File: config.mk
export PLATFORM = sky130hd
export DESIGN_NAME = phy_cr_writer
export DESIGN_NICKNAME = d
export VERILOG_FILES = /design/src/rtl/phy_cr_pkg.sv /design/src/rtl/phy_cr_window.sv /design/src/rtl/phy_cr_phase_engine.sv /design/src/rtl/phy_cr_sequencer.sv /design/src/rtl/phy_cr_writer.sv
export SDC_FILE = /design/constraint.sdc
export NUM_CORES = 1
export LEC_CHECK = 0
export BUFFER_PORTS_ARGS = -buffer_cell sky130_fd_sc_hd__buf_2
export CORE_ASPECT_RATIO = 0.5
export CORE_UTILIZATION = 50
export DETAILED_ROUTE_END_ITERATION = 12
export HOLD_SLACK_MARGIN = 0.08
export MAX_ROUTING_LAYER = met4
export PLACE_DENSITY = 0.84
export SLEW_MARGIN = 15
export SYNTH_ARGS = -nofsm -noshare
export SYNTH_HDL_FRONTEND = slang
export SYNTH_SLANG_ARGS = --single-unit
File: constraint.sdc
create_clock -name clk -period 4.85 [get_ports clk]
set_input_delay 0.485 -clock clk [delete_from_list [all_inputs] [get_ports clk]]
set_output_delay 0.485 -clock clk [all_outputs]
set_load 0.005 [all_outputs]
File: src/rtl/phy_cr_pkg.sv
package phy_cr_pkg;

    localparam int FIELD_W = 16;
    localparam int CMD_W   = FIELD_W + 4;

    localparam int STB_ADDR  = 0;
    localparam int STB_DATA  = 1;
    localparam int FIELD_LO  = 2;
    localparam int FIELD_HI  = FIELD_LO + FIELD_W - 1;
    localparam int STB_READ  = FIELD_HI + 1;
    localparam int STB_WRITE = FIELD_HI + 2;

    typedef enum logic [1:0] {
        PH_IDLE,
        PH_STROBE,
        PH_RELEASE
    } ph_state_t;

    typedef enum logic [2:0] {
        SQ_IDLE,
        SQ_ISSUE,
        SQ_WAIT,
        SQ_DONE,
        SQ_FAIL
    } sq_state_t;

    localparam logic [FIELD_W-1:0] LOS_REG   = 16'h0015;
    localparam logic [FIELD_W-1:0] BOOST_REG = 16'h0012;

    function automatic logic [FIELD_W-1:0] tune_addr(input logic idx);
        return idx ? BOOST_REG : LOS_REG;
    endfunction

    function automatic logic [FIELD_W-1:0] tune_data(input logic idx);
        logic [FIELD_W-1:0] v;
        v = '0;
        if (idx) begin
            v[15:13] = 3'd5;
        end else begin
            v[15:13] = 3'd5;
            v[10]    = 1'b1;
            v[4:0]   = 5'd9;
        end
        return v;
    endfunction

endpackage

File: src/rtl/phy_cr_window.sv
module phy_cr_window #(
    parameter int LIMIT = 1000
) (
    input  logic clk,
    input  logic rst_n,
    input  logic clear,
    output logic expired
);
    localparam int CW = (LIMIT > 2) ? $clog2(LIMIT) : 1;

    logic [CW-1:0] cnt;

    assign expired = (cnt == CW'(LIMIT - 1));

    always_ff @(posedge clk or negedge rst_n) begin
        if (!rst_n) begin
            cnt <= '0;
        end else if (clear) begin
            cnt <= '0;
        end else if (!expired) begin
            cnt <= cnt + 1'b1;
        end
    end

    a_r4_window_restart: assert property (@(posedge clk) disable iff (!rst_n)
        clear |=> !expired);

endmodule

File: src/rtl/phy_cr_phase_engine.sv
module phy_cr_phase_engine
    import phy_cr_pkg::*;
#(
    parameter int LIMIT = 1000
) (
    input  logic               clk,
    input  logic               rst_n,
    input  logic               go,
    input  logic [FIELD_W-1:0] addr,
    input  logic [FIELD_W-1:0] data,
    input  logic               cr_ack,
    output logic [CMD_W-1:0]   cr_cmd,
    output logic               fin,
    output logic               fail,
    output logic [1:0]         fail_code
);
    ph_state_t  state, state_nxt;
    logic [1:0] phase;
    logic       expired;
    logic       win_clear;

    assign win_clear = (state == PH_IDLE) || (state_nxt != state);

    phy_cr_window #(.LIMIT(LIMIT)) u_window (
        .clk     (clk),
        .rst_n   (rst_n),
        .clear   (win_clear),
        .expired (expired)
    );

    always_comb begin
        state_nxt = state;
        unique case (state)
            PH_IDLE:    if (go) state_nxt = PH_STROBE;
            PH_STROBE:  if (cr_ack) state_nxt = PH_RELEASE;
                        else if (expired) state_nxt = PH_IDLE;
            PH_RELEASE: if (!cr_ack) state_nxt = (phase == 2'd2) ? PH_IDLE : PH_STROBE;
                        else if (expired) state_nxt = PH_IDLE;
            default:    state_nxt = PH_IDLE;
        endcase
    end

    always_ff @(posedge clk or negedge rst_n) begin
        if (!rst_n) begin
            state <= PH_IDLE;
            phase <= 2'd0;
        end else begin
            state <= state_nxt;
            if (state == PH_IDLE) begin
                phase <= 2'd0;
            end else if (state == PH_RELEASE && state_nxt == PH_STROBE) begin
                phase <= phase + 2'd1;
            end
        end
    end

    always_comb begin
        cr_cmd    = '0;
        fin       = 1'b0;
        fail      = 1'b0;
        fail_code = phase + 2'd1;
        unique case (state)
            PH_IDLE: ;
            PH_STROBE: begin
                cr_cmd[FIELD_HI:FIELD_LO] = (phase == 2'd0) ? addr : data;
                cr_cmd[STB_ADDR]  = (phase == 2'd0);
                cr_cmd[STB_DATA]  = (phase == 2'd1);
                cr_cmd[STB_WRITE] = (phase == 2'd2);
                fail = !cr_ack && expired;
            end
            PH_RELEASE: begin
                cr_cmd[FIELD_HI:FIELD_LO] = (phase == 2'd0) ? addr : data;
                fin  = !cr_ack && (phase == 2'd2);
                fail = cr_ack && expired;
            end
            default: ;
        endcase
    end

    logic strobe_any;
    assign strobe_any = cr_cmd[STB_ADDR] | cr_cmd[STB_DATA] | cr_cmd[STB_WRITE];

    a_r2_one_strobe: assert property (@(posedge clk) disable iff (!rst_n)
        $onehot0({cr_cmd[STB_WRITE], cr_cmd[STB_READ], cr_cmd[STB_DATA], cr_cmd[STB_ADDR]}));

    a_r3_hold_until_ack: assert property (@(posedge clk) disable iff (!rst_n)
        (state == PH_STROBE && !cr_ack && !expired) |=> (state == PH_STROBE && $stable(cr_cmd)));

    a_r3_rise_after_ack_low: assert property (@(posedge clk) disable iff (!rst_n)
        (state == PH_RELEASE && state_nxt == PH_STROBE) |-> !cr_ack);

    a_r4_abort_on_expiry: assert property (@(posedge clk) disable iff (!rst_n)
        (state == PH_STROBE && expired && !cr_ack) |=> (state == PH_IDLE && !strobe_any));

endmodule

File: src/rtl/phy_cr_sequencer.sv
module phy_cr_sequencer
    import phy_cr_pkg::*;
(
    input  logic               clk,
    input  logic               rst_n,
    input  logic               start,
    input  logic [FIELD_W-1:0] wr_addr,
    input  logic [FIELD_W-1:0] wr_data,
    input  logic               tune_start,
    input  logic               fin,
    input  logic               fail,
    input  logic [1:0]         fail_code,
    output logic               go,
    output logic [FIELD_W-1:0] cur_addr,
    output logic [FIELD_W-1:0] cur_data,
    output logic               busy,
    output logic               done,
    output logic               err,
    output logic [1:0]         err_code
);
    sq_state_t state, state_nxt;
    logic      is_tune;
    logic      idx;

    always_comb begin
        state_nxt = state;
        unique case (state)
            SQ_IDLE:  if (start || tune_start) state_nxt = SQ_ISSUE;
            SQ_ISSUE: state_nxt = SQ_WAIT;
            SQ_WAIT:  if (fail) state_nxt = SQ_FAIL;
                      else if (fin) state_nxt = (is_tune && !idx) ? SQ_ISSUE : SQ_DONE;
            SQ_DONE:  state_nxt = SQ_IDLE;
            SQ_FAIL:  state_nxt = SQ_IDLE;
            default:  state_nxt = SQ_IDLE;
        endcase
    end

    always_ff @(posedge clk or negedge rst_n) begin
        if (!rst_n) begin
            state    <= SQ_IDLE;
            is_tune  <= 1'b0;
            idx      <= 1'b0;
            cur_addr <= '0;
            cur_data <= '0;
            err_code <= 2'd0;
        end else begin
            state <= state_nxt;
            unique case (state)
                SQ_IDLE: begin
                    if (start) begin
                        is_tune  <= 1'b0;
                        idx      <= 1'b0;
                        cur_addr <= wr_addr;
                        cur_data <= wr_data;
                        err_code <= 2'd0;
                    end else if (tune_start) begin
                        is_tune  <= 1'b1;
                        idx      <= 1'b0;
                        cur_addr <= tune_addr(1'b0);
                        cur_data <= tune_data(1'b0);
                        err_code <= 2'd0;
                    end
                end
                SQ_WAIT: begin
                    if (fail) begin
                        err_code <= fail_code;
                    end else if (fin && is_tune && !idx) begin
                        idx      <= 1'b1;
                        cur_addr <= tune_addr(1'b1);
                        cur_data <= tune_data(1'b1);
                    end
                end
                default: ;
            endcase
        end
    end

    always_comb begin
        go   = (state == SQ_ISSUE);
        busy = (state != SQ_IDLE);
        done = (state == SQ_DONE);
        err  = (state == SQ_FAIL);
    end

    a_r6_done_err_exclusive: assert property (@(posedge clk) disable iff (!rst_n)
        !(done && err));

    a_r6_busy_ends_with_result: assert property (@(posedge clk) disable iff (!rst_n)
        $fell(busy) |-> $past(done || err));

    a_r8_fail_stops_program: assert property (@(posedge clk) disable iff (!rst_n)
        (state == SQ_WAIT && fail) |=> (err && !go));

    a_r10_code_hold: assert property (@(posedge clk) disable iff (!rst_n)
        (state != SQ_IDLE && state != SQ_WAIT) |=> $stable(err_code));

endmodule

File: src/rtl/phy_cr_writer.sv
module phy_cr_writer
    import phy_cr_pkg::*;
#(
    parameter int CLK_MHZ    = 100,
    parameter int TIMEOUT_US = 10
) (
    input  logic               clk,
    input  logic               rst_n,
    input  logic               start,
    input  logic [FIELD_W-1:0] wr_addr,
    input  logic [FIELD_W-1:0] wr_data,
    input  logic               tune_start,
    output logic [CMD_W-1:0]   cr_cmd,
    input  logic               cr_ack,
    output logic               busy,
    output logic               done,
    output logic               err,
    output logic [1:0]         err_code
);
    localparam int LIMIT = CLK_MHZ * TIMEOUT_US;

    logic               go, fin, fail;
    logic [1:0]         fail_code;
    logic [FIELD_W-1:0] cur_addr, cur_data;

    phy_cr_sequencer u_seq (
        .clk        (clk),
        .rst_n      (rst_n),
        .start      (start),
        .wr_addr    (wr_addr),
        .wr_data    (wr_data),
        .tune_start (tune_start),
        .fin        (fin),
        .fail       (fail),
        .fail_code  (fail_code),
        .go         (go),
        .cur_addr   (cur_addr),
        .cur_data   (cur_data),
        .busy       (busy),
        .done       (done),
        .err        (err),
        .err_code   (err_code)
    );

    phy_cr_phase_engine #(.LIMIT(LIMIT)) u_engine (
        .clk       (clk),
        .rst_n     (rst_n),
        .go        (go),
        .addr      (cur_addr),
        .data      (cur_data),
        .cr_ack    (cr_ack),
        .cr_cmd    (cr_cmd),
        .fin       (fin),
        .fail      (fail),
        .fail_code (fail_code)
    );

endmodule

# Word-level counts from Yosys, hierarchy flattened
# Index checks and enable logic that the tools add are counted.
[op_classes]
n_mux = 42
eq_ne = 18
n_addsub = 2
n_reduce_logical = 23
[ops]
columns = ["cell", "n"]
rows = [
  ["16-bit 2-to-1 mux", 10],
  ["16-bit case mux with 2 select lines", 2],
  ["2-bit 2-to-1 mux", 11],
  ["10-bit 2-to-1 mux", 2],
  ["10-bit by 1-bit adder with 10-bit output (second input constant)", 1],
  ["10-bit == test (second input constant)", 1],
  ["1-bit 2-to-1 mux", 9],
  ["3-bit 2-to-1 mux", 3],
  ["3-bit case mux with 3 select lines", 1],
  ["1-bit logical AND", 7],
  ["2-bit by 1-bit == test with 1-bit output (second input constant)", 3],
  ["3-bit by 2-bit == test with 1-bit output (second input constant)", 2],
  ["2-bit inequality test (second input constant)", 3],
  ["2-bit case mux with 3 select lines", 1],
  ["2-bit nonzero test", 3],
  ["2-bit == test (second input constant)", 2],
  ["2-bit logical NOT", 2],
  ["2-bit by 1-bit inequality test with 1-bit output (second input constant)", 2],
  ["1-bit case mux with 2 select lines", 2],
  ["2-bit case mux with 2 select lines", 1],
  ["2-bit AND reduction", 2],
  ["4-bit AND reduction", 1],
  ["3-bit by 1-bit == test with 1-bit output (second input constant)", 1],
  ["3-bit == test (second input constant)", 1],
  ["10 further kinds", 12],
]
[totals]
in_bits = 37
reg_bits = 53
output_inout_bits = 25

# Longest topological paths before layout
# Gate-level depths: netlist (run 1).
[depth]
word_depth = 8
mapped_depth = 8
mapped_depth_nobuf = 7

# By module
# From an unflattened synthesis (run 1), not the netlist that was laid out.
[hier_totals]
hier_cells = 257
hier_area_um2 = 2869.0
[modules_own_cells]
columns = ["module", "instances", "area_per_inst_um2", "cells_each"]
rows = [
  ["phy_cr_sequencer", 1, 1624.1, 121],
  ["phy_cr_phase_engine", 1, 718.2, 84],
  ["phy_cr_window", 1, 526.8, 52],
]

# Least setup slack after synthesis (run 1)
# OpenSTA, ideal clock, no wires.
[synth_path]
path_type = "reg-to-reg"
from = "register u_engine.state[0]"
to = "register u_engine.phase[0]"
arrival_ns = 1.919
period_less_slack_ns = 2.044
path_stages_with_launch = 8
setup_slack_ns = 2.806
path_cell_list = "dfrtp_1 > inv_1 > ha_1 > or3b_1 > a31oi_1 > a21oi_1 > and3b_4 > mux2_4"
[synth_between]
elab_chain_len = 6
word_cells_on_any_way = 12
[synth_lines]
columns = ["item", "line_no", "source"]
rows = [
  ["from (decl)", "phy_cr_phase_engine.sv:17", "ph_state_t state, state_nxt;"],
  ["from (signal assigned)", "phy_cr_phase_engine.sv:48", "state <= state_nxt;"],
  ["2-bit 2-to-1 mux", "phy_cr_phase_engine.sv:36, phy_cr_phase_engine.sv:38", ""],
  ["2-bit 2-to-1 mux, on equally long branches", "phy_cr_phase_engine.sv:37, phy_cr_phase_engine.sv:35", ""],
  ["2-bit case mux with 3 select lines", "phy_cr_phase_engine.sv:33", "unique case (state)"],
  ["2-bit by 1-bit == test with 1-bit output", "phy_cr_phase_engine.sv:51", "end else if (state == PH_RELEASE && state_nxt == PH_STROBE) begin"],
  ["1-bit logical AND", "phy_cr_phase_engine.sv:51", ""],
  ["2-bit nonzero test (no line)", "-", ""],
  ["to (signal assigned)", "phy_cr_phase_engine.sv:52", "phase <= phase + 2'd1;"],
  ["to (decl)", "phy_cr_phase_engine.sv:18", "logic [1:0] phase;"],
]
# Parallel ways exist; a longest one is shown, timed or not.
# A chain may end at the register's enable or synchronous reset.

# Worst setup path in the final report (run 1)
[layout_path]
from = "register u_engine.phase[0]"
to = "output port cr_cmd[5]"
[layout_between]
elab_chain_len = 3
[layout_lines]
columns = ["item", "line_no", "source"]
rows = [
  ["2-bit logical NOT", "phy_cr_phase_engine.sv:65, phy_cr_phase_engine.sv:72", ""],
  ["16-bit 2-to-1 mux", "phy_cr_phase_engine.sv:65, phy_cr_phase_engine.sv:72", ""],
  ["16-bit 2-to-1 mux", "-", ""],
  ["to (decl)", "phy_cr_writer.sv:13", "output logic [CMD_W-1:0] cr_cmd,"],
]
# No other way between the ends.

==> results of run 1 <==
-- where the power goes --
| part | switching [mW] | leakage, nW | internal [mW] |
|---|---|---|---|
| clock | 0.154 | 0.0687 | 0.208 |
| sequential | 0.115 | 0.678 | 0.591 |
| combinational | 0.399 | 0.876 | 0.381 |
| total | 0.667 | 1.62 | 1.18 |
-- synth_stat cells, types with 2 or more instances --
cell type / number
nand3_1: 6
and2_1: 4
ha_1: 8
clkbuf_1: 5
nor2_1: 23
inv_1: 9
xnor2_1: 4
o21ai_1: 2
buf_6: 3
dfrtp_1: 53
a22o_1: 28
nor3_1: 3
buf_2: 5
o22a_1: 4
mux2i_1: 20
xor2_1: 4
nand2_1: 11
o21ai_0: 3
a21oi_1: 8
and3_1: 2
nand2b_1: 8
nor2b_1: 16
nor2_2: 3
-- metrics by stage --
step,hold slack (ns),cell area [um^2],power [mW]
final,0.288,3210,1.85
after global routing,0.355,3210,1.97
after CTS,0.305,3210,1.85
after detailed placement,0.486,3080,1.49
after global placement,0.487,3080,1.45
after floorplan,0.189,2770,1.27
-- worst max-delay path by stage --
stage | endpoint | startpoint
after floorplan | u_engine.phase[0] | u_engine.state[0]
after global placement | cr_cmd[5] | u_engine.phase[0]
after detailed placement | cr_cmd[6] | u_engine.phase[0]
after CTS | cr_cmd[5] | u_engine.phase[0]
after global routing | cr_cmd[5] | u_engine.phase[0]
final | cr_cmd[5] | u_engine.phase[0]
-- sequential cells by signal, indices dropped and copies added, names as in the netlist, 2 cells and up --
name,count
u_seq.cur_addr,16
u_seq.cur_data,16
u_engine.phase,2
u_seq.err_code,2
u_engine.state,2
u_seq.state,3
u_engine.u_window.cnt,10
-- metal layers --
layer / track usage, % / share of wire [%] / up-vias
li1: - / - / 1008
met1: 29.7 / 47 / 1042
met2: 33.4 / 48 / 53
met3: 3.69 / 4.6 / 2
met4: 5.71 / 0.46 / 0
met5: - / 0 / -
-- worst max-delay path, stage by stage (launching register included) --
cell and delay (ns):
dfrtp_1 0.42, inv_1 0.12, ha_1 0.87, mux2i_1 0.33
nor2b_1 0.07, buf_2 0.13
-- logic make-up after synthesis --
family / count (synthesis) / synth area share, %
simple gates: 87 / 18.1
buf+inv: 23 / 4.30
flops: 53 / 48.0
mux: 21 / 7.78
other cells: 1 / 0.136
compound gates: 53 / 15.6
fa+ha+maj: 8 / 3.62
xor+xnor: 8 / 2.53
-- area by class of cell --
type | count | area [um^2] | share of cell area [%]
Clock buffer | 5 | 68.8 | 2.14
Clock inverter | 3 | 68.8 | 2.14
Inverter | 9 | 33.8 | 1.05
Multi-Input combinational cell | 178 | 1320 | 41.1
Sequential cell | 53 | 1330 | 41.3
Tap cell | 70 | 87.6 | 2.73
Timing Repair Buffer | 61 | 308 | 9.58
==> run_results.csv, run 1 <==
group,metric,value,unit
run_status,run_status,"complete, no violations",
die,fp.dieH,54.6,um
routing,wirelength,5.88,mm
power,power_density,575,nW/um^2
grt,grt_pass1_vias,1917,
timing,rsz0062_at_grt,"no",
die,start_util,54.1,%
synth,postSynth.asyncResetShare,100,%
synth,yosys_warnings,0,
layout,drive_above_1_share,25.9,%
routing,num_vias,2105,
layout,layout.nets,353,
synth,synth_cells,254,
clocking,htree_levels,2,
clocking,cts_setup_buffers,0,
timing,final.period_utilization,56.2,%
clocking,cts_max_path_buffers,2,
layout,instances_no_fill,379,
layout,area_growth,16.2,%
layout,layout_common_cells,"buf_2, dfrtp_1, a22o_1",
timing,finalHoldViolCount,0,
timing,skew,0.00975,ns
timing,fin_crit,2.72,ns
die,core,5110,um^2
routing,wl_per_cell,15.5,um
grt,grt_max_degree,54,
run,maxCapViolCount,0,
placed_design,portBuffers,60,
timing,setup_tns,0,ns
grt,grt_pass1_wl,9.27,mm
synth,syn-cell-area,2770,um^2
routing,dr.pass1.iters,4,
grt,grt_remaining_overflow,0,
critical_path,cp-start-kind,"register",
critical_path,end_kind,"output port",
critical_path,critical_path_class,"register to output port",
synth,synth_edf_count,0,
critical_path,cp.arrival,2.24,ns
grt,antenna_found_initial,0,
critical_path,reg2reg_from,"u_engine.state[0]",
timing,setup_viol_count_final,0,
clocking,cts_root_buf,"clkbuf_8",
synth,synth.distinct_cells,45,
routing,drc,0,
clocking,hold_buffers,0,
layout,antenna_cells,0,
critical_path,ff2ff_setup_slack,2.45,ns
timing,fmaxAchievable,367,MHz
placed_design,place_inst,371,
clocking,cts_buffers,5,
synth,yosys-top-cells-area,"dfrtp_1, a22o_1, mux2i_1, ha_1, nor2b_1",
layout,final_util,62.8,%
clocking,cts_tree,"built",
hold_path,hold_class,"input port to asynchronous set/reset pin",
timing,slew_headroom,22.8,%
synth,yosysSeqAreaShare,48.0,%
clocking,clk_pin_slew,0.11,ns
clocking,worstSkewPairLatency,0.31,ns
layout,nFillCells,399,
die,die_area,5850,um^2
power,vdd_drop_max,0.240,mV
timing,setup_ws,2.13,ns
clocking,cts_resized,0,
die,rows,18,
placed_design,dpl_worst_slack,2.47,ns
critical_path,r2r-end,"u_seq.cur_addr[8]",
placed_design,post-dp-hpwl,4.01,mm
critical_path,ff2ff_path_depth,7,
clocking,cts.sinks,53,
synth,synthFlopType,"dfrtp_1",
routing,drt-initial-drc-count,94,
synth,yosysTopAreaCell,"dfrtp_1",
synth,synth_nets,299,
placed_design,gp_congestion,0.858,
power,p_leak,1.62,nW
synth,syn_area_per_cell,10.9,um^2
critical_path,worst-path-max-fanout,17,
routing,viasPerCell,5.55,
layout,final_common_cell,"buf_2",
die,ios,62,
critical_path,worstPathRequired,4.37,ns
grt,grt_use_total,21.5,%
timing,maxSlewViolCount,0,
synth,yosysTopAreaCellShare,48.0,%
timing,tightest_slew,1.16,ns
synth,ys_ff_latch,53,
die,fp.dieW,107,um
routing,ant_nets,0,
No activity file was read; power rests on OpenSTA's default activity.
==> run 2, diff against run 1 <==
--- a/config.mk
+++ b/config.mk
@@ -7,11 +7,11 @@
 export LEC_CHECK = 0
 export BUFFER_PORTS_ARGS = -buffer_cell sky130_fd_sc_hd__buf_2
 export CORE_ASPECT_RATIO = 0.5
-export CORE_UTILIZATION = 50
+export CORE_UTILIZATION = 49
 export DETAILED_ROUTE_END_ITERATION = 12
 export HOLD_SLACK_MARGIN = 0.08
 export MAX_ROUTING_LAYER = met4
-export PLACE_DENSITY = 0.84
+export PLACE_DENSITY = 0.85
 export SLEW_MARGIN = 15
 export SYNTH_ARGS = -nofsm -noshare
 export SYNTH_HDL_FRONTEND = slang
==> constraint.sdc (replaced) <==
create_clock -name clk -period 2.5 [get_ports clk]
set_input_delay 0.25 -clock clk [delete_from_list [all_inputs] [get_ports clk]]
set_output_delay 0.25 -clock clk [all_outputs]
set_load 0.005 [all_outputs]
==> run_results.csv, run 2 (same netlist as run 1, synthesis figures left out) <==
group,metric,value,unit
layout,nFillCells,405,
timing,skew,0.00447,ns
clocking,cts_root_buf,"clkbuf_16",
hold_path,holdCritStartpoint,"wr_addr[8]",
grt,grt_remaining_overflow,0,
clocking,cts_max_path_buffers,2,
critical_path,worstPathRequired,2.67,ns
routing,wl_per_cell,15.8,um
routing,wirelength,6.05,mm
power,power_density,1120,nW/um^2
timing,slew_headroom,58.7,%
grt,grt_pass1_vias,2082,
layout,area_growth,18.9,%
routing,num_vias,2141,
layout,antenna_cells,0,
layout,layout_common_cells,"buf_2, dfrtp_1, a22o_1",
timing,setup_viol_count_final,0,
power,p_leak,1.66,nW
grt,antenna_found_initial,0,
placed_design,post-dp-hpwl,4.30,mm
timing,maxSlewViolCount,0,
routing,viasPerCell,5.58,
die,fp.dieW,108,um
critical_path,cp-start-kind,"register",
critical_path,end_kind,"register",
routing,drc,0,
hold_path,hold-path-endpoint,"u_seq.cur_addr[8]",
timing,fin_crit,2.23,ns
hold_path,hold_class,"input port to register",
die,ios,62,
die,fp.dieH,55.1,um
critical_path,r2r-end,"u_engine.phase[0]",
grt,grt_pass1_wl,9.45,mm
layout,reg_top3,"u_seq.cur_addr x16, u_seq.cur_data x16, u_engine.u_window.cnt x10",
critical_path,ff2ff_setup_slack,0.27,ns
power,vdd_drop_max,0.513,mV
clocking,cts.sinks,53,
routing,dr.pass1.iters,4,
critical_path,cp.arrival,2.40,ns
critical_path,reg2reg_from,"u_engine.state[0]",
run_status,run_status,"complete, no violations",
die,rows,18,
clocking,cts_setup_buffers,0,
layout,final_common_cell,"buf_2",
die,core,5180,um^2
critical_path,ff2ff_path_depth,7,
die,start_util,53.4,%
timing,rsz0062_at_grt,"no",
clocking,cts_tree,"built",
die,die_area,5970,um^2
clocking,clk_pin_slew,0.07,ns
placed_design,portBuffers,60,
layout,seq_area,1330,um^2
grt,grt_use_total,21.8,%
hold_path,hold_depth,2,
timing,hold_slack,0.173,ns
layout,drive_above_1_share,26.4,%
routing,drt-initial-drc-count,96,
layout,layout.nets,358,
layout,final_util,63.5,%
clocking,cts_buffers,5,
placed_design,gp_congestion,0.834,
timing,finalHoldViolCount,0,
routing,ant_nets,0,
run,maxCapViolCount,0,
clocking,htree_levels,2,
timing,fmaxAchievable,449,MHz
critical_path,critical_path_class,"register to register",
critical_path,worst-path-max-fanout,6,
grt,grt_max_degree,29,
timing,setup_tns,0,ns
timing,tightest_slew,0.618,ns
clocking,worstSkewPairLatency,0.29,ns
layout,multiInputGateArea,1330,um^2
timing,final.period_utilization,89.1,%
[run 2: area by class of cell]
class                      count  area share [%]
clock buffer                   6            3.92
clock inverter                 2            1.18
inverter                       9            1.03
multi-input combinational    178            40.3
sequential                    53            40.3
tap                           70            2.66
timing repair buffer          66            10.6
[run 2: timing repair]
item                                    CTS  global route
endpoints found under the setup margin    0            28
gates resized for setup                   0             1
hold buffers                              1             0
hold endpoints to repair                 14             0
[run 2: worst max-delay path by stage]
stage / slack (ns) / endpoint / cells after the start / start
2_1_floorplan: 0.46 / u_engine.phase[0] / 7 / u_engine.state[0]
3_3_place_gp: 0.32 / u_seq.cur_addr[12] / 7 / u_engine.state[0]
3_5_place_dp: 0.22 / u_seq.cur_data[11] / 7 / u_engine.state[0]
4_1_cts: 0.19 / u_seq.cur_data[11] / 7 / u_engine.state[0]
5_1_grt: 0.16 / u_engine.u_window.cnt[7] / 7 / u_engine.state[0]
6_report: 0.27 / u_engine.phase[0] / 7 / u_engine.state[0]
[run 2: critical path, cell delays in order (launching register included)]
cell and delay, ns:
dfrtp_1 0.44, inv_1 0.13, ha_1 0.28, or3b_1 0.42, a31oi_1 0.15, a21oi_1 0.07, and3b_4 0.32, mux2_4 0.29
[run 2: routing by layer]
| metal | wire length [um] | part of all wire [%] | up-vias | track usage (%) |
|---|---|---|---|---|
| met5 | 0 | 0 | - | - |
| met4 | 81 | 1.3 | 0 | 8.45 |
| met3 | 273 | 4.5 | 8 | 3.98 |
| met2 | 3060 | 51 | 64 | 38.5 |
| met1 | 2640 | 44 | 1057 | 25.8 |
| li1 | - | - | 1012 | - |
[run 2: power by group]
group	internal, mW	switching (mW)	total, mW
sequential	1.15	0.226	1.38
clock	0.475	0.299	0.773
combinational	0.757	0.787	1.54
total	2.38	1.31	3.69
[run 2: per-stage QoR]
stage	power (mW)	cells	worst slack [ns]	instance area, um^2
CTS	3.70	384	0.190	3280
detailed placement	2.91	375	0.224	3110
finish	3.69	384	0.272	3290
floorplan	2.46	254	0.456	2770
global placement	2.83	375	0.321	3110
global route	3.92	384	0.165	3290
==> run 3, diff against run 2 <==
--- a/config.mk
+++ b/config.mk
@@ -11,7 +11,7 @@
 export DETAILED_ROUTE_END_ITERATION = 12
 export HOLD_SLACK_MARGIN = 0.08
 export MAX_ROUTING_LAYER = met4
-export PLACE_DENSITY = 0.85
+export PLACE_DENSITY = 0.78
 export SLEW_MARGIN = 15
 export SYNTH_ARGS = -nofsm -noshare
 export SYNTH_HDL_FRONTEND = slang
==> run_results.csv, run 3 (same netlist as run 1, synthesis figures left out) <==
group,metric,value,unit
layout,drive_above_1_share,26.3,%
routing,wirelength,6.03,mm
hold_path,hold_class,"input port to asynchronous set/reset pin",
clocking,cts_setup_buffers,0,
power,power_density,1140,nW/um^2
routing,viasPerCell,5.46,
power,switching_power,1.31,mW
die,die_area,5970,um^2
clocking,clk_pin_slew,0.07,ns
placed_design,gp_congestion,0.842,
timing,skew,0.00494,ns
run,maxCapViolCount,0,
clocking,cts_buffers,5,
critical_path,worst-path-max-fanout,6,
clocking,worstSkewPairLatency,0.29,ns
clocking,htree_levels,2,
placed_design,post-dp-hpwl,4.06,mm
routing,drc,0,
layout,antenna_cells,0,
layout,seq_area,1330,um^2
power,seqPwrFrac,36.8,%
timing,fin_crit,2.28,ns
timing,setup_tns,0,ns
timing,final.period_utilization,91.1,%
critical_path,cp-start-kind,"register",
layout,multiInputGateArea,1330,um^2
layout,final_util,63.2,%
clocking,cts_resized,0,
die,start_util,53.4,%
die,ios,62,
timing,rsz0062_at_grt,"no",
layout,reg_top3,"u_seq.cur_addr x16, u_seq.cur_data x16, u_engine.u_window.cnt x10",
critical_path,worstPathRequired,2.68,ns
grt,grt_pass1_wl,9.54,mm
placed_design,portBuffers,60,
layout,layout.nets,356,
grt,grt_pass1_vias,1937,
critical_path,cp.arrival,2.45,ns
clocking,hold_buffers,0,
timing,tightest_slew,0.663,ns
clocking,cts_tree,"built",
clocking,cts_root_buf,"clkbuf_16",
timing,fmaxAchievable,439,MHz
timing,hold_slack,0.0759,ns
grt,grt_remaining_overflow,0,
critical_path,end_kind,"register",
power,total_power,3.72,mW
grt,grt_max_degree,54,
power,cell_internal_pwr,2.41,mW
placed_design,dpl_worst_slack,0.155,ns
layout,nFillCells,422,
die,rows,18,
critical_path,critical_path_class,"register to register",
timing,slew_headroom,55.8,%
routing,dr.pass1.iters,4,
die,fp.dieW,108,um
power,vdd_drop_max,0.462,mV
layout,final_common_cell,"buf_2",
routing,ant_nets,0,
timing,finalHoldViolCount,0,
power,swShare,35.3,%
die,core,5180,um^2
routing,num_vias,2084,
clocking,cts.sinks,53,
layout,layout_common_cells,"buf_2, dfrtp_1, a22o_1",
timing,setup_viol_count_final,0,
timing,maxSlewViolCount,0,
routing,drt-initial-drc-count,85,
power,p_clk_share,21.6,%
power,p_comb_share,41.6,%
grt,grt_use_total,22.1,%
timing,setup_ws,0.222,ns
die,fp.dieH,55.1,um
clocking,cts_max_path_buffers,2,
routing,wl_per_cell,15.8,um
layout,area_growth,18.5,%
run_status,run_status,"complete, no violations",
power,p_leak,1.65,nW
grt,antenna_found_initial,0,
run 3: power by group through the flow:
stage / sequential, mW / combinational, mW / clock (mW)
4_1_cts: 1.37 / 1.55 / 0.815
2_1_floorplan: 1.30 / 1.16 / 0
3_5_place_dp: 1.37 / 1.53 / 0
5_1_grt: 1.41 / 1.70 / 0.838
3_3_place_gp: 1.36 / 1.47 / 0
6_report: 1.37 / 1.55 / 0.803
run 3: layout make-up:
| type | instances | share of cell area, % |
|---|---|---|
| Sequential cell | 53 | 40.5 |
| Timing Repair Buffer | 64 | 10.1 |
| Clock inverter | 1 | 0.917 |
| Clock buffer | 7 | 4.35 |
| Multi-Input combinational cell | 178 | 40.5 |
| Tap cell | 70 | 2.67 |
| Inverter | 9 | 1.03 |
run 3: path summary, 6_finish.rpt:
kind,startpoint,depth (start not counted),endpoint,slack [ns]
max,u_engine.state[0],7,u_engine.phase[0],0.22
min,rst_n,2,u_seq.cur_addr[0],0.08
max reg2reg,u_engine.state[0],7,u_engine.phase[0],0.22
min reg2reg,u_seq.is_tune,2,u_seq.is_tune,0.50
max in group asynchronous,rst_n,2,u_seq.cur_addr[11],1.98
min in group clk,wr_addr[13],2,u_seq.cur_addr[13],0.17
run 3: through the flow:
| stage | instance area (um^2) | cells |
|---|---|---|
| 3_5_place_dp | 3100 | 374 |
| 5_1_grt | 3280 | 382 |
| 6_report | 3280 | 382 |
| 4_1_cts | 3270 | 382 |
| 2_1_floorplan | 2770 | 254 |
| 3_3_place_gp | 3100 | 374 |
run 3: per-layer routing:
| metal | wire length, um | share of wire, % | global-route usage [%] |
|---|---|---|---|
| met4 | 35 | 0.58 | 7.31 |
| met5 | 0 | 0 | - |
| met3 | 262 | 4.3 | 4.10 |
| met1 | 2910 | 48 | 29.6 |
| met2 | 2810 | 47 | 34.5 |
run 3: worst max-delay path, stage by stage, from the launching register on:
cell and delay (ns):
dfrtp_1 0.44, inv_1 0.13, ha_1 0.29, or3b_1 0.43
a31oi_1 0.16, a21oi_1 0.08, and3b_4 0.34, mux2_4 0.30
